<file path="config.mk">
export PLATFORM = sky130hd
export DESIGN_NAME = narrow_reg_bridge
export DESIGN_NICKNAME = d
export VERILOG_FILES = /design/src/rtl/nrb_pkg.sv /design/src/rtl/nrb_lane_unit.sv /design/src/rtl/nrb_shadow.sv /design/src/rtl/nrb_settle.sv /design/src/rtl/narrow_reg_bridge.sv
export SDC_FILE = /design/constraint.sdc
export NUM_CORES = 1
export LEC_CHECK = 0
export ABC_AREA = 1
export BUFFER_PORTS_ARGS = -buffer_cell sky130_fd_sc_hd__buf_2
export CAP_MARGIN = 20
export CORE_MARGIN = 2
export CORE_UTILIZATION = 25
export DETAILED_ROUTE_END_ITERATION = 8
export SYNTH_ARGS = -nofsm -noshare
export SYNTH_HDL_FRONTEND = slang
export SYNTH_HIERARCHICAL = 1
export SYNTH_SLANG_ARGS = --single-unit
</file>
<file path="constraint.sdc">
create_clock -name clk -period 3.05 [get_ports clk]
set_input_delay 0.1525 -clock clk [delete_from_list [all_inputs] [get_ports clk]]
set_output_delay 0.1525 -clock clk [all_outputs]
set_load 0.01 [all_outputs]
</file>
<file path="src/rtl/nrb_pkg.sv">
package nrb_pkg;
  typedef enum logic [1:0] {SZ_BYTE = 2'd0, SZ_HALF = 2'd1, SZ_WORD = 2'd2} size_e;

  typedef enum logic [2:0] {
    S_IDLE, S_DISP, S_RD, S_RDATA, S_WR, S_SETTLE, S_RESP
  } state_e;

  typedef enum logic [2:0] {
    K_READ, K_PLAIN, K_BLK, K_XFER, K_CMD
  } kind_e;
endpackage

</file>
<file path="src/rtl/nrb_lane_unit.sv">
module nrb_lane_unit
  import nrb_pkg::*;
#(
  parameter int DW = 32,
  localparam int NB = DW / 8,
  localparam int LW = $clog2(NB)
) (
  input  logic [DW-1:0] base,
  input  logic [LW-1:0] lo,
  input  size_e         size,
  input  logic [DW-1:0] wval,
  output logic [DW-1:0] merged,
  output logic [DW-1:0] lane
);
  localparam int SW = LW + 3;

  logic [LW-1:0] lo_eff;
  logic [LW:0]   nbytes;
  logic [LW:0]   first;
  logic [LW:0]   last_ex;
  logic [SW-1:0] shamt;
  logic [DW-1:0] fmask;
  logic [DW-1:0] wsh;

  always_comb begin
    lo_eff = (size == SZ_WORD) ? '0 : lo;
    case (size)
      SZ_BYTE: begin nbytes = (LW+1)'(1); fmask = DW'(8'hFF);    end
      SZ_HALF: begin nbytes = (LW+1)'(2); fmask = DW'(16'hFFFF); end
      default: begin nbytes = (LW+1)'(NB); fmask = '1;           end
    endcase
    first   = {1'b0, lo_eff};
    last_ex = first + nbytes;
    shamt   = {lo_eff, 3'b000};
    wsh     = wval << shamt;
    lane    = (base >> shamt) & fmask;
  end

  for (genvar i = 0; i < NB; i++) begin : g_lane
    logic hit;
    assign hit = ((LW+1)'(i) >= first) && ((LW+1)'(i) < last_ex);
    assign merged[8*i +: 8] = hit ? wsh[8*i +: 8] : base[8*i +: 8];
  end
endmodule

</file>
<file path="src/rtl/nrb_shadow.sv">
module nrb_shadow #(
  parameter int DW = 32
) (
  input  logic          clk,
  input  logic          rst,
  input  logic          ld_blk,
  input  logic          ld_cmd,
  input  logic          clr_blk,
  input  logic          clr_cmd,
  input  logic [DW-1:0] din,
  output logic [DW-1:0] blk_q,
  output logic [DW-1:0] cmd_q,
  output logic          blk_v,
  output logic          cmd_v
);
  always_ff @(posedge clk) begin
    if (rst) begin
      blk_q <= '0;
      cmd_q <= '0;
      blk_v <= 1'b0;
      cmd_v <= 1'b0;
    end else begin
      if (ld_blk) begin
        blk_q <= din;
        blk_v <= 1'b1;
      end else if (clr_blk) begin
        blk_v <= 1'b0;
      end
      if (ld_cmd) begin
        cmd_q <= din;
        cmd_v <= 1'b1;
      end else if (clr_cmd) begin
        cmd_v <= 1'b0;
      end
    end
  end
endmodule

</file>
<file path="src/rtl/nrb_settle.sv">
module nrb_settle #(
  parameter int SYS_KHZ     = 50000,
  parameter int SLOW_KHZ    = 400,
  parameter int SETTLE_CLKS = 4,
  parameter int CLK_W       = 20
) (
  input  logic             clk,
  input  logic             rst,
  input  logic             start,
  input  logic [CLK_W-1:0] card_khz,
  output logic             slow,
  output logic             done
);
  localparam int TARGET = SETTLE_CLKS * SYS_KHZ;
  localparam int ACC_W  = $clog2(TARGET + SLOW_KHZ + 1);

  logic             counting;
  logic [ACC_W-1:0] acc;
  logic [ACC_W-1:0] step;
  logic [ACC_W-1:0] acc_nxt;

  assign slow    = (card_khz != '0) && (card_khz <= CLK_W'(SLOW_KHZ));
  assign step    = ACC_W'(card_khz);
  assign acc_nxt = acc + step;
  assign done    = counting && (acc_nxt >= ACC_W'(TARGET));

  always_ff @(posedge clk) begin
    if (rst) begin
      counting <= 1'b0;
      acc      <= '0;
    end else if (start) begin
      counting <= 1'b1;
      acc      <= '0;
    end else if (counting) begin
      acc <= acc_nxt;
      if (done) counting <= 1'b0;
    end
  end
endmodule

</file>
<file path="src/rtl/narrow_reg_bridge.sv">
module narrow_reg_bridge
  import nrb_pkg::*;
#(
  parameter int AW          = 8,
  parameter int DW          = 32,
  parameter int CLK_W       = 20,
  parameter int SYS_KHZ     = 50000,
  parameter int SLOW_KHZ    = 400,
  parameter int SETTLE_CLKS = 4,
  parameter int BLK_OFS     = 4,
  parameter int XFER_OFS    = 12
) (
  input  logic             clk,
  input  logic             rst,
  input  logic             host_valid,
  output logic             host_ready,
  input  logic             host_write,
  input  logic [AW-1:0]    host_addr,
  input  logic [1:0]       host_size,
  input  logic [DW-1:0]    host_wdata,
  output logic             resp_valid,
  output logic [DW-1:0]    resp_rdata,
  input  logic [CLK_W-1:0] card_khz,
  output logic             reg_en,
  output logic             reg_we,
  output logic [AW-1:0]    reg_addr,
  output logic [DW-1:0]    reg_wdata,
  input  logic [DW-1:0]    reg_rdata
);
  localparam int NB = DW / 8;
  localparam int LW = $clog2(NB);
  localparam logic [AW-1:0] BLK_A  = AW'(BLK_OFS);
  localparam logic [AW-1:0] XFER_A = AW'(XFER_OFS);
  localparam logic [AW-1:0] CMD_A  = AW'(XFER_OFS + 2);

  state_e        st;
  kind_e         kind;
  logic          flush_q;
  logic          cap_write;
  logic [AW-1:0] cap_addr;
  size_e         cap_size;
  logic [DW-1:0] cap_wdata;
  logic [DW-1:0] rdata_q;
  logic [AW-1:0] wr_addr_q;
  logic [DW-1:0] wr_data_q;

  logic [DW-1:0] blk_q, cmd_q;
  logic          blk_v, cmd_v;
  logic [DW-1:0] base, merged, lane;
  logic [AW-1:0] cap_word;
  logic          is_blk, is_xfer, is_cmd;
  logic          ld_blk, ld_cmd, clr_blk, clr_cmd;
  logic          slow, settle_done, settle_start, advance;

  assign cap_word = {cap_addr[AW-1:LW], {LW{1'b0}}};
  assign is_blk   = (cap_size == SZ_HALF) && (cap_addr[AW-1:LW] == BLK_A[AW-1:LW]);
  assign is_xfer  = (cap_size == SZ_HALF) && (cap_addr == XFER_A);
  assign is_cmd   = (cap_size == SZ_HALF) && (cap_addr == CMD_A);

  assign base = (st == S_RDATA) ? reg_rdata : (is_blk ? blk_q : cmd_q);

  nrb_lane_unit #(.DW(DW)) u_lane (
    .base   (base),
    .lo     (cap_addr[LW-1:0]),
    .size   (cap_size),
    .wval   (cap_wdata),
    .merged (merged),
    .lane   (lane)
  );

  assign ld_blk  = ((st == S_DISP) && cap_write && is_blk && blk_v) ||
                   ((st == S_RDATA) && (kind == K_BLK));
  assign ld_cmd  = (st == S_RDATA) && (kind == K_XFER);
  assign clr_blk = (st == S_WR) && (kind == K_CMD) && flush_q;
  assign clr_cmd = (st == S_WR) && (kind == K_CMD) && !flush_q;

  nrb_shadow #(.DW(DW)) u_shadow (
    .clk     (clk),
    .rst     (rst),
    .ld_blk  (ld_blk),
    .ld_cmd  (ld_cmd),
    .clr_blk (clr_blk),
    .clr_cmd (clr_cmd),
    .din     (merged),
    .blk_q   (blk_q),
    .cmd_q   (cmd_q),
    .blk_v   (blk_v),
    .cmd_v   (cmd_v)
  );

  assign settle_start = (st == S_WR) && slow;

  nrb_settle #(
    .SYS_KHZ     (SYS_KHZ),
    .SLOW_KHZ    (SLOW_KHZ),
    .SETTLE_CLKS (SETTLE_CLKS),
    .CLK_W       (CLK_W)
  ) u_settle (
    .clk      (clk),
    .rst      (rst),
    .start    (settle_start),
    .card_khz (card_khz),
    .slow     (slow),
    .done     (settle_done)
  );

  assign advance = ((st == S_WR) && !slow) || ((st == S_SETTLE) && settle_done);

  always_ff @(posedge clk) begin
    if (rst) begin
      st        <= S_IDLE;
      kind      <= K_READ;
      flush_q   <= 1'b0;
      cap_write <= 1'b0;
      cap_addr  <= '0;
      cap_size  <= SZ_BYTE;
      cap_wdata <= '0;
      rdata_q   <= '0;
      wr_addr_q <= '0;
      wr_data_q <= '0;
    end else begin
      case (st)
        S_IDLE: if (host_valid) begin
          cap_write <= host_write;
          cap_addr  <= host_addr;
          cap_wdata <= host_wdata;
          cap_size  <= (host_size == 2'd0) ? SZ_BYTE :
                       (host_size == 2'd1) ? SZ_HALF : SZ_WORD;
          flush_q   <= 1'b0;
          st        <= S_DISP;
        end
        S_DISP: begin
          if (!cap_write) begin
            kind <= K_READ;
            if ((is_blk && blk_v) || (is_xfer && cmd_v)) begin
              rdata_q <= lane;
              st      <= S_RESP;
            end else begin
              st <= S_RD;
            end
          end else begin
            rdata_q <= '0;
            if (cap_size == SZ_WORD) begin
              kind      <= K_PLAIN;
              wr_addr_q <= cap_word;
              wr_data_q <= cap_wdata;
              st        <= S_WR;
            end else if (is_blk) begin
              kind <= K_BLK;
              st   <= blk_v ? S_RESP : S_RD;
            end else if (is_xfer) begin
              kind <= K_XFER;
              st   <= S_RD;
            end else if (is_cmd) begin
              kind <= K_CMD;
              if (blk_v) begin
                flush_q   <= 1'b1;
                wr_addr_q <= {BLK_A[AW-1:LW], {LW{1'b0}}};
                wr_data_q <= blk_q;
              end else begin
                wr_addr_q <= XFER_A;
                wr_data_q <= merged;
              end
              st <= S_WR;
            end else begin
              kind <= K_PLAIN;
              st   <= S_RD;
            end
          end
        end
        S_RD: st <= S_RDATA;
        S_RDATA: begin
          case (kind)
            K_READ: begin rdata_q <= lane; st <= S_RESP; end
            K_BLK, K_XFER: st <= S_RESP;
            default: begin
              wr_addr_q <= cap_word;
              wr_data_q <= merged;
              st        <= S_WR;
            end
          endcase
        end
        S_WR, S_SETTLE: begin
          if (advance) begin
            if ((kind == K_CMD) && flush_q) begin
              flush_q   <= 1'b0;
              wr_addr_q <= XFER_A;
              wr_data_q <= merged;
              st        <= S_WR;
            end else begin
              st <= S_RESP;
            end
          end else if (st == S_WR) begin
            st <= S_SETTLE;
          end
        end
        S_RESP: st <= S_IDLE;
        default: st <= S_IDLE;
      endcase
    end
  end

  assign host_ready = (st == S_IDLE);
  assign resp_valid = (st == S_RESP);
  assign resp_rdata = rdata_q;
  assign reg_en     = (st == S_RD) || (st == S_WR);
  assign reg_we     = (st == S_WR);
  assign reg_addr   = (st == S_RD) ? cap_word : wr_addr_q;
  assign reg_wdata  = wr_data_q;
endmodule

</file>
=== Word-level counts from Yosys, hierarchy flattened ===
Cells that the tools add are included.

* Output and inout bits: 76
* Logic and storage cells: 180
* Input port bits: 98
* Bits in registers: 207

* Order comparisons: 10
* Multiplexer cells: 71
* Add/sub/neg operators: 2
* Shifts and indexed selects: 2
* Bitwise operators: 1
* Equal/unequal tests: 31
* Reductions and logical operators: 47

{| class="wikitable"
|+ Operators by type and width
! cell !! number
|-
| $mux W32 || 14
|-
| $pmux W32 S2 || 2
|-
| $mux W8 || 13
|-
| $pmux W32 S3 || 1
|-
| $mux W3 || 15
|-
| $and A32 B32 Y32 || 1
|-
| $shl A32 B5 Y32 || 1
|-
| $shr A32 B5 Y32 || 1
|-
| $pmux W8 S3 || 1
|-
| $logic_and A1 B1 Y1 || 23
|-
| $le A20 B9 Y1 const B || 1
|-
| $reduce_bool A20 Y1 || 1
|-
| $add A18 B18 Y18 || 1
|-
| $ge A18 B18 Y1 const B || 1
|-
| $ne A2 B2 Y1 const B || 9
|-
| $eq A8 B4 Y1 const B || 2
|-
| $mux W1 || 16
|-
| $pmux W3 S5 || 1
|-
| $eq A3 B2 Y1 const B || 4
|-
| $eq A3 B3 Y1 const B || 4
|-
| $ne A3 B2 Y1 const B || 4
|-
| $mux W2 || 5
|-
| $reduce_and A10 Y1 || 1
|-
| $reduce_and A8 Y1 || 1
|-
| other kinds (24) || 41
|}

=== Depth between registers and ports, before layout ===
Gate-level depths: netlist of run 1.

* Depth after elaboration: 13
* Gate-level depth with buffers: 27
* Depth with buffers taken out: 25

=== Hierarchy ===
Netlist of run 1, hierarchy kept.

{| class="wikitable"
|+ Modules (own cells, without submodules)
! module !! cells an instance !! area an instance (µm²) !! times used !! sequential area each (µm²)
|-
| narrow_reg_bridge || 1214 || 7103.1 || 1 || 2402.3
|-
| nrb_shadow || 285 || 2265.9 || 1 || 1321.3
|-
| nrb_settle || 358 || 2094.5 || 1 || 380.4
|-
| nrb_lane_unit || 373 || 1719.1 || 1 || 0.0
|}

=== Least setup slack after synthesis of run 1 ===
Ideal clock, no wire load.

* Path kind: reg-to-reg
* From: reg u_settle.acc[0]
* To: reg wr_addr_q[4]
* Buffers on the path: 2
* Required time: 2.922 ns
* Library setup time: 0.128 ns
* Stages on the path, launching flop included: 26
* Clock period less this slack: 2.922 ns
* Setup slack: 0.128 ns
* Data arrival time: 2.795 ns
* Cells stage by stage: dfxtp_1 -> ha_1 -> inv_1 -> fa_1 -> inv_1 -> nand2_1 -> nand2_1 -> nand3_1 -> nand2_4 -> nand2_4 -> nand3_1 -> nand2_1 -> nor2_1 -> nand3_1 -> nand3_1 -> nand2_2 -> nor2_1 -> inv_1 -> nand3_1 -> nand3_1 -> nor2_2 -> buf_6 -> buf_2 -> nand4_1 -> nand2_1 -> nor2_1

* Longest elaborated chain between the ends: 7

{| class="wikitable"
|+ Ends and longest elaborated chain
! element !! line !! source
|-
| start: declaration || nrb_settle.sv:18 || <nowiki>logic [ACC_W-1:0] acc;</nowiki>
|-
| start signal: assignment || nrb_settle.sv:35 || <nowiki>acc <= acc_nxt;</nowiki>
|-
| $add A18 B18 Y18 || nrb_settle.sv:24 || <nowiki>assign acc_nxt = acc + step;</nowiki>
|-
| $ge A18 B18 Y1 || nrb_settle.sv:25 || <nowiki>assign done = counting && (acc_nxt >= ACC_W'(TARGET));</nowiki>
|-
| $logic_and A1 B1 Y1 || nrb_settle.sv:25 ||
|-
| via settle_done || narrow_reg_bridge.sv:53 || <nowiki>logic slow, settle_done, settle_start, advance;</nowiki>
|-
| $logic_and A1 B1 Y1 || narrow_reg_bridge.sv:107 || <nowiki>assign advance = ((st == S_WR) && !slow) || ((st == S_SETTLE) && settle_done);</nowiki>
|-
| $logic_or A1 B1 Y1 || narrow_reg_bridge.sv:107 ||
|-
| $ne A2 B2 Y1 (no line) || -- ||
|-
| $reduce_and A8 Y1 (no line) || -- ||
|-
| end signal: assignment || narrow_reg_bridge.sv:145 || <nowiki>wr_addr_q <= cap_word;</nowiki>
|-
| end signal: assignment || narrow_reg_bridge.sv:158 || <nowiki>wr_addr_q <= {BLK_A[AW-1:LW], {LW{1'b0}}};</nowiki>
|-
| end signal: assignment || narrow_reg_bridge.sv:177 || <nowiki>wr_addr_q <= cap_word;</nowiki>
|-
| end: declaration || narrow_reg_bridge.sv:44 || <nowiki>logic [AW-1:0] wr_addr_q;</nowiki>
|}

The timed path passes the listed nets, and every way through them passes these cells.
A chain may end at the register's enable or synchronous reset.

=== Final worst setup path of run 1 ===
* From: reg u_settle.acc[0]
* To: reg wr_data_q[6], in the netlist reg_wdata[6]

* Longest elaborated chain between the ends: 7

{| class="wikitable"
|+ Ends and longest elaborated chain
! element !! line !! source
|-
| $add A18 B18 Y18 || nrb_settle.sv:24 ||
|-
| $ge A18 B18 Y1 || nrb_settle.sv:25 ||
|-
| $logic_and A1 B1 Y1 || nrb_settle.sv:25 ||
|-
| via settle_done || narrow_reg_bridge.sv:53 ||
|-
| $logic_and A1 B1 Y1 || narrow_reg_bridge.sv:107 ||
|-
| $logic_or A1 B1 Y1 || narrow_reg_bridge.sv:107 ||
|-
| $ne A2 B2 Y1 (no line) || -- ||
|-
| $reduce_and A8 Y1 (no line) || -- ||
|-
| end signal: assignment || narrow_reg_bridge.sv:146 || <nowiki>wr_data_q <= cap_wdata;</nowiki>
|-
| end signal: assignment || narrow_reg_bridge.sv:159 || <nowiki>wr_data_q <= blk_q;</nowiki>
|-
| end signal: assignment || narrow_reg_bridge.sv:162 || <nowiki>wr_data_q <= merged;</nowiki>
|-
| end: declaration || narrow_reg_bridge.sv:45 || <nowiki>logic [DW-1:0] wr_data_q;</nowiki>
|}

The timed path passes the listed nets, and every way through them passes these cells.

==> results of run 1 <==
report_power, final:
| group | switching (W) | internal [W] | leakage [nW] |
|---|---|---|---|
| Sequential | 0.000518 | 0.00331 | 1.67 |
| Combinational | 0.00503 | 0.00260 | 5.88 |
| Clock | 0.00132 | 0.00181 | 0.413 |
state kept, by name, indices dropped and copies added, names as in the netlist:
| name | flops |
|---|---|
| cap_addr | 8 |
| cap_size | 2 |
| cap_wdata | 32 |
| cap_write | 1 |
| flush_q | 1 |
| kind | 3 |
| reg_wdata | 32 |
| resp_rdata | 32 |
| st | 3 |
| u_settle/acc | 18 |
| u_settle/counting | 1 |
| u_shadow/blk_q | 32 |
| u_shadow/blk_v | 1 |
| u_shadow/cmd_q | 32 |
| u_shadow/cmd_v | 1 |
| wr_addr_q | 6 |
worst register-to-register path: stages, from the launching register on:
cell and delay, ps:
dfxtp_2 350, ha_4 140, inv_2 40, fa_2 380, inv_2 90, nand2_1 50, nand2_1 60, nand3_2 110
nand2_4 120, nand2_4 50, nand3_1 80, nand2_1 60, nor2_2 110, nand3_2 80, nand3_2 60, nand2_2 70
nor2_4 100, inv_2 40, nand3_2 70, nand3_2 90, nor2_4 160, buf_8 170, clkbuf_16 190, nand4_1 100
nand2_1 90, nor2_1 40
kinds of logic (layout without fill, tap and decap cells):
kind of cell,count (synthesis),after routing,synth area share (%)
buf+inv,416,606,13.2
xor+xnor,4,4,0.323
fa+ha+maj,20,20,1.96
simple gates,1272,1272,40.5
other cells,1,6,0.0284
flops,205,205,31.1
compound gates,312,312,12.8
per-layer routing:
layer / GRT usage [%] / wire [um] / part of all wire [%]
met5: 0 / 38 / 0.076
met4: 6.23 / 1680 / 3.4
met3: 3.85 / 4320 / 8.7
met2: 27.8 / 21500 / 43
met1: 24.2 / 22300 / 45
final timing paths:
kind | to | slack, ps | startpoint | cells after the start
worst max-delay path | reg_wdata[6] | 30 | u_settle/acc[0] | 25
worst min-delay path | cap_wdata[10] | 9 | host_wdata[10] | 3
worst max register to register | reg_wdata[6] | 30 | u_settle/acc[0] | 25
worst min register to register | u_shadow/cmd_v | 470 | u_shadow/cmd_v | 2
metrics by stage:
step | total power, W | hold slack (ps) | std cells
after floorplan | 0.00853 | 215 | 2231
after CTS | 0.0144 | 1.75 | 3108
after global placement | 0.0108 | 413 | 3016
final | 0.0146 | 9.10 | 3113
after detailed placement | 0.0108 | 410 | 3016
after global routing | 0.0157 | 44.2 | 3112
final cells by class:
type | count | area, um2 | area share, %
tap | 688 | 861 | 5.26
timing repair buffer | 281 | 1970 | 12.0
sequential | 205 | 4110 | 25.1
antenna | 4 | 10.0 | 0.0611
clock buffer | 30 | 694 | 4.24
multi-input combinational | 1610 | 7520 | 45.9
inverter | 281 | 1060 | 6.47
clock inverter | 14 | 159 | 0.970
timing repair:
| item | in CTS | in global routing |
|---|---|---|
| cloned | 2 | 2 |
| hold buffers | 42 | 0 |
| pin swaps | 9 | 26 |
| resized for setup | 16 | 48 |
| endpoints found under the setup margin | 38 | 39 |
| setup buffers | 4 | 3 |
| hold endpoints to repair | 45 | 0 |
cell usage in the layout, fill, tap and decap left out, types with 2 or more instances in the layout:
cell,Yosys,final
a211oi_1,2,2
a21oi_1,104,102
a21oi_2,4,5
a31oi_1,33,33
buf_12,0,10
buf_2,45,171
buf_4,10,53
buf_8,0,2
bufinv_16,0,2
clkbuf_16,0,27
clkbuf_8,0,5
clkinv_2,0,4
clkinvlp_4,0,4
conb_1,1,2
dfxtp_1,205,203
dfxtp_2,0,2
diode_2,0,4
dlygate4sd3_1,0,42
ha_1,19,14
ha_2,0,4
inv_1,269,264
inv_2,9,14
inv_4,2,2
nand2_1,708,690
nand2_2,16,32
nand2_4,3,5
nand2_8,3,3
nand3_1,166,158
nand3_2,1,8
nand3b_1,12,12
nand4_1,46,46
nor2_1,291,285
nor2_2,7,10
nor2_4,5,8
nor3_1,8,8
nor4_1,2,2
o211ai_1,22,22
o21ai_0,125,125
o21ai_1,18,18
xnor2_1,2,2
==> reports/results.tsv, run 1 <==
metric	value	unit
ys_seq_elements	205	
report.final.slew_viol_count	0	
powerDensity	891	nW/um2
period_share	99.1	%
die-area	54600	um2
clockBufferDepth	3	
crit_family	simple AND/OR/NAND/NOR gates	
max_freq	331	MHz
post-route-util	31.3	%
hpwl	35300	um
setup-violations-final	0	
maxSlewHeadroom	32.1	%
ys_types	46	
netlist_area	13200	um2
ys_top_cells_by_count	nand2_1 (708), nor2_1 (291), inv_1 (269)	
finalClockSkew	38.4	ps
p_leak	7.96	nW
start_kind	register	
yosysTopAreaCellShare	31.1	%
setup_ws	28.3	ps
max_stage_delay	380	ps
clk_pin_slew	60	ps
synth-warning-count	6	
min_period	3020	ps
initial_core_util	25.2	%
io_buffers	171	
worstPathRequired	3470	ps
worst_slew_pin_slew	1020	ps
gp_congestion	0.950	
grt_max_degree	72	
drt_first_pass_iters	5	
status	complete, no violations	
async_flop_share	0	%
cpMostUsedCell	nand3_2	
worstPathMaxFanout	13	
end_kind	register	
min_path_type	in -> reg	
yosys.cell_count.top_type	nand2_1	
cp_slowest_cell	fa_2	
pre_cts_ws	-138	ps
synth_edf_count	0	
peakVddDrop	0.660	mV
cts-htree-levels	1	
syn_avg_cell_area	5.91	um2
antenna_found_initial	7	
drc_errors	0	
crit_type	reg -> reg	
core-area	52300	um2
report.final.hold_viol_count	0	
cts_tree	yes	
first_global_vias	13573	
final_nets	2522	
maxCapViolations	0	
yosysTopAreaCell	dfxtp_1	
ant_nets	0	
grt_pass1_wl	77300	um
placed_area	14800	um2
synth_area_leaders	dfxtp_1 (31%), nand2_1 (20%), nor2_1 (8.3%), inv_1 (7.7%), nand3_1 (6.3%)	
tns	0	ps
io_pins	174	
final_cell_area	16400	um2
vias_per_cell	4.70	
drive_above_1_share	15.8	%
syn2layout_area_growth	24.2	%
synth_flop_cell	dfxtp_1	
synth-seq-area-share	31.1	%
wirelength	49800	um
routedWlPerCell	16.0	um
cts.sinks	205	
nFillCells	5924	
via_count	14638	
grt_usage	17.9	%
drt_iter0_drc	1249	
clk_latency	570	ps
overflow	0	
die-width	234	um
die_y	234	um
netlist_instances	2230	
cp.arrival	3450	ps
numCtsBuffers	25	
cts_root_buffer	clkbuf_16	
grt_setup_unrepaired	true	
cp_num_buf_inv	5	
row_count	84	
(Power assumes the default switching activity.)
==> run 2, diff against run 1 <==
--- a/config.mk
+++ b/config.mk
@@ -5,7 +5,6 @@
 export SDC_FILE = /design/constraint.sdc
 export NUM_CORES = 1
 export LEC_CHECK = 0
-export ABC_AREA = 1
 export BUFFER_PORTS_ARGS = -buffer_cell sky130_fd_sc_hd__buf_2
 export CAP_MARGIN = 20
 export CORE_MARGIN = 2
==> reports/results.tsv, run 2 <==
metric	value	unit
worst_slew_pin_slew	1150	ps
cts_root_buffer	clkbuf_16	
drc_errors	0	
min_path_type	in -> reg	
io_buffers	171	
ys_seq_elements	205	
maxSlewHeadroom	23.0	%
setup-violations-final	40	
p_sw	0.00236	W
antenna_found_initial	3	
ys_types	81	
worstPathMaxFanout	5	
die-width	225	um
maxCapViolations	0	
reg2reg_slack	-660	ps
io_pins	174	
via_count	12311	
swShare	30.5	%
end_kind	register	
cp-endpoint	reg_wdata[22]	
cts.sinks	205	
clk_pin_slew	60	ps
clkPwrFrac	42.3	%
async_flop_share	0	%
hold_path_depth	4	
syn_avg_cell_area	8.09	um2
post-route-util	33.7	%
syn2layout_area_growth	32.6	%
layout_commonest_cell	nand2_1	
initial_core_util	25.4	%
max_freq	270	MHz
netlist_area	12200	um2
synth-warning-count	6	
ff2ff_path_depth	19	
numCtsBuffers	26	
grt_pass1_wl	68800	um
final_nets	1878	
cp_num_buf_inv	4	
startpoint	u_settle/acc[0]	
final_cell_area	16100	um2
final_cell_mix	nand2_1 (224), dfxtp_1 (202), buf_2 (170), mux2i_1 (124)	
max_stage_delay	430	ps
routedWlPerCell	19.3	um
cts-htree-levels	1	
peakVddDrop	0.577	mV
ys_top_cells_by_count	nand2_1 (224), dfxtp_1 (205), mux2i_1 (124)	
synth-seq-area-share	33.8	%
cp_slowest_cell	a221o_2	
min_period	3710	ps
yosysTopAreaCell	dfxtp_1	
combPwrFrac	20.5	%
hpwl	32300	um
grt_usage	17.3	%
ant_nets	0	
row_count	80	
violations	setup timing	
vias_per_cell	5.14	
worstPathRequired	3450	ps
report.final.hold_viol_count	0	
synth_compound_area_share	22.0	%
status	finished with violations	
overflow	0	
synth_area_leaders	dfxtp_1 (34%), mux2i_1 (10%), nand2_1 (6.9%), a21oi_1 (4.0%), o21ai_0 (3.9%)	
finalClockSkew	31.9	ps
synthSimpleGateAreaFrac	21.9	%
cts_tree	yes	
cp.arrival	4110	ps
setup_ws	-659	ps
yosysTopAreaCellShare	33.8	%
powerDensity	481	nW/um2
synth_mux_area_share	12.1	%
yosys.area_share.adder	2.12	%
period_share	122	%
start_kind	register	
clk_latency	560	ps
synth_flop_cell	dfxtp_1	
hold_ws	29.8	ps
clockBufferDepth	3	
gp_congestion	0.917	
crit_type	reg -> reg	
worstPathCellList	ha_4 -> inv_2 -> fa_2 -> nor2b_4 -> o2111a_2 -> buf_6 -> o21a_4 -> nor2_2 -> xnor2_1 -> nor2_1 -> a41oi_2 -> and3_4 -> mux2_4 -> a32oi_2 -> a221o_2 -> buf_12 -> buf_16 -> nand3b_1 -> o31ai_4	
drive_above_1_share	26.2	%
first_global_vias	11932	
cp_num_cells	19	
crit_family	compound AO/OA/AOI/OAI gates	
placed_area	14100	um2
netlist_instances	1502	
die_y	225	um
synth_xor_area_share	1.15	%
rr_startpoint	u_settle/acc[0]	
grt_setup_unrepaired	true	
core-area	47800	um2
report.final.slew_viol_count	0	
p_int	0.00539	W
wirelength	46300	um
yosys.cell_count.top_type	nand2_1	
grt_max_degree	71	
pwr-share-seq	37.2	%
die-area	50400	um2
reg2reg_to	reg_wdata[22]	
drt_first_pass_iters	8	
drt_iter0_drc	1038	
synth_top_family_by_area	compound AO/OA/AOI/OAI gates	
p_leak	6.04	nW
min_from	card_khz[0]	
synth_edf_count	0	
-- run 2: cell count changes in the layout (fill, tap and decap cells not counted), moves of 31 or more --
cell | previous run | this run
nor2_1 | 285 | 114
o22a_1 | 0 | 32
o22ai_1 | 0 | 52
nand2_2 | 32 | 1
nand2_1 | 690 | 224
nand4_1 | 46 | 1
buf_4 | 53 | 114
nand3_1 | 158 | 42
nand2b_1 | 0 | 48
inv_1 | 264 | 27
o21ai_0 | 125 | 91
mux2i_1 | 0 | 124
-- run 2: what timing repair did --
item / CTS / global route
setup endpoints to repair: 40 / 45
hold endpoints to repair: 44 / 0
pin swaps: 9 / 20
resized for setup: 29 / 47
gates cloned: 2 / 6
hold buffers: 44 / 0
buffers inserted: 9 / 4
-- run 2: per-stage QoR --
step | setup slack [ps] | total power [W] | TNS, ps | instances
after floorplan | -331 | 0.00382 | -12300 | 1503
after global placement | -568 | 0.00432 | -19570 | 2284
after detailed placement | -678 | 0.00434 | -23370 | 2284
after CTS | -624 | 0.00771 | -22340 | 2385
after global routing | -805 | 0.00804 | -29000 | 2395
final | -659 | 0.00775 | -22980 | 2395
-- run 2: worst min-delay path by stage --
stage	slack (ps)	end
after floorplan	220	u_settle/counting
after global placement	400	cap_wdata[17]
after detailed placement	400	cap_wdata[17]
after CTS	4	u_settle/acc[0]
after global routing	40	u_settle/acc[0]
final	30	u_settle/acc[0]
-- run 2: routing by layer --
layer / track usage [%] / wire, um
met2: 29.1 / 21300
met3: 3.41 / 3500
met5: 0 / 0
met4: 5.58 / 1550
met1: 22.3 / 19900
-- run 2: power groups by stage --
stage / combinational [W] / sequential [W] / clock [W]
finish: 0.00159 / 0.00289 / 0.00328
global route: 0.00170 / 0.00289 / 0.00345
CTS: 0.00149 / 0.00288 / 0.00333
detailed placement: 0.00140 / 0.00294 / 0
global placement: 0.00138 / 0.00294 / 0
floorplan: 0.000939 / 0.00288 / 0
-- run 2: logic make-up after synthesis --
family,count (synthesis)
AO/OA/AOI/OAI,415
multiplexers,142
XOR/XNOR,16
flip-flops,205
buffers and inverters,152
other,1
adder cells (fa/ha/maj),20
AND/OR/NAND/NOR,551
-- run 2: worst register-to-register path, cell delays in order (launching register included) --
cell      delay, ps
dfxtp_2         340
ha_4            130
inv_2            40
fa_2            380
nor2b_4         140
o2111a_2        270
buf_6           130
o21a_4          150
nor2_2           50
xnor2_1         230
nor2_1          100
a41oi_2         220
and3_4          220
mux2_4          150
a32oi_2          80
a221o_2         430
buf_12          170
buf_16          130
nand3b_1        130
o31ai_4          90
-- run 2: area by class of cell --
cell class	count	area, um2
repair buffers	351	2590
multi-input cells	1146	7620
clock buffers	33	728
inverters	30	115
well taps	615	769
fillers	4975	31700
flip-flops and latches	205	4110
clock inverters	13	174
diodes	2	5.00
==> run 3, diff against run 2 <==
--- a/config.mk
+++ b/config.mk
@@ -5,6 +5,7 @@
 export SDC_FILE = /design/constraint.sdc
 export NUM_CORES = 1
 export LEC_CHECK = 0
+export ABC_CLOCK_PERIOD_IN_PS = 4300
 export BUFFER_PORTS_ARGS = -buffer_cell sky130_fd_sc_hd__buf_2
 export CAP_MARGIN = 20
 export CORE_MARGIN = 2
==> constraint.sdc (replaced) <==
create_clock -name clk -period 4.3 [get_ports clk]
set_input_delay 0.215 -clock clk [delete_from_list [all_inputs] [get_ports clk]]
set_output_delay 0.215 -clock clk [all_outputs]
set_load 0.01 [all_outputs]
==> reports/results.tsv, run 3 (synthesized netlist as in run 2, its figures left out) <==
metric	value	unit
hpwl	31200	um
cp-endpoint	wr_addr_q[2]	
worstPathMaxFanout	8	
cts.sinks	205	
worstPathRequired	4700	ps
maxCapViolations	0	
die-width	225	um
maxSlewHeadroom	37.6	%
grt_usage	17.0	%
report.final.slew_viol_count	0	
ff2ff_path_depth	17	
clockBufferDepth	3	
gp_congestion	0.911	
via_count	11919	
gr-usage-met1	22.5	%
grtUsageMet3	3.71	%
min_path_type	in -> reg	
p_leak	5.42	nW
grt_max_degree	98	
ant_nets	0	
drt_iter0_drc	1038	
finalClockSkew	24.2	ps
reg2reg_to	wr_addr_q[2]	
vias_per_cell	5.19	
initial_core_util	25.4	%
io_pins	174	
final_cell_mix	nand2_1 (224), dfxtp_1 (204), buf_2 (170), mux2i_1 (124), nor2_1 (116)	
final_cell_area	14800	um2
max_freq	244	MHz
cp.arrival	4500	ps
clk_pin_slew	60	ps
final_nets	1778	
row_count	80	
first_global_vias	11378	
status	complete, no violations	
syn2layout_area_growth	22.2	%
numCtsBuffers	26	
die_y	225	um
report.final.hold_viol_count	0	
drive_above_1_share	18.6	%
io_buffers	171	
end_kind	register	
cts-htree-levels	1	
min_period	4090	ps
cts_root_buffer	clkbuf_16	
clk_latency	550	ps
cts_tree	yes	
met2_usage	27.3	%
busiest_layer	met2	
routedWlPerCell	19.2	um
die-area	50400	um2
powerDensity	373	nW/um2
setup-violations-final	0	
worst_slew_pin_slew	936	ps
period_share	95.2	%
reg2reg_slack	210	ps
hold_ws	18.7	ps
power	0.00553	W
placed_area	13400	um2
start_kind	register	
drt_first_pass_iters	5	
drc_errors	0	
layout_commonest_cell	nand2_1	
overflow	0	
grt_pass1_wl	67300	um
startpoint	u_settle/acc[0]	
wirelength	44100	um
antenna_found_initial	3	
core-area	47800	um2
peakVddDrop	0.270	mV
crit_type	reg -> reg	
rr_startpoint	u_settle/acc[0]	
run 3: layout make-up:
class	count	area, um2
Sequential cell	205	4110
Inverter	30	115
Timing Repair Buffer	251	1600
Clock buffer	33	758
Fill cell	5065	33000
Antenna cell	3	7.51
Tap cell	615	769
Clock inverter	14	233
Multi-Input combinational cell	1146	7260
run 3: how the worst min path moves through the flow:
stage                   startpoint           endpoint  slack, ps  cells after the start
floorplan                      rst  u_settle/counting        280                      1
CTS                   host_addr[0]        cap_addr[0]         20                      3
global placement    resp_rdata[10]     resp_rdata[10]        460                      2
detailed placement  resp_rdata[17]     resp_rdata[17]        460                      2
finish                host_addr[0]        cap_addr[0]         20                      3
global route          host_addr[1]        cap_addr[1]         20                      3
run 3: through the flow:
step	setup slack [ps]	setup TNS, ps	util, %	std cells
finish	205	0	31.0	2297
CTS	116	0	31.0	2292
floorplan	666	0	-	1503
global placement	163	0	28.0	2202
detailed placement	-34.9	-156	28.0	2202
global route	-32.5	-80.7	31.0	2297
run 3: timing repair:
action | CTS | global route
cloned | 0 | 0
gates resized for setup | 0 | 3
pin swaps | 1 | 1
endpoints found under the setup margin | 5 | 38
hold endpoints to repair | 41 | 0
hold buffers | 41 | 0
setup buffers | 2 | 1
run 3: critical path, cell delays in order, from the launching register on:
cell,delay (ps)
dfxtp_1,330
ha_1,170
inv_1,60
fa_1,420
nor2b_1,170
o2111a_1,250
o21ai_0,190
a21oi_1,210
xor2_1,230
o311ai_1,180
a41oi_1,340
and3_4,260
mux2_2,160
a32oi_1,100
a221o_2,430
buf_4,190
nor3_1,210
nor3_2,50
run 3: layer usage:
metal / wire length, um / vias to the layer above
met5: 0 / -
met4: 1530 / 0
met3: 3550 / 86
met2: 20100 / 475
met1: 18900 / 5648
li1: - / 5710
run 3: power by group:
part	internal [W]	total [W]	switching, W
clock network	0.00160	0.00251	0.000911
logic	0.000350	0.000969	0.000620
registers	0.00195	0.00205	0.000100
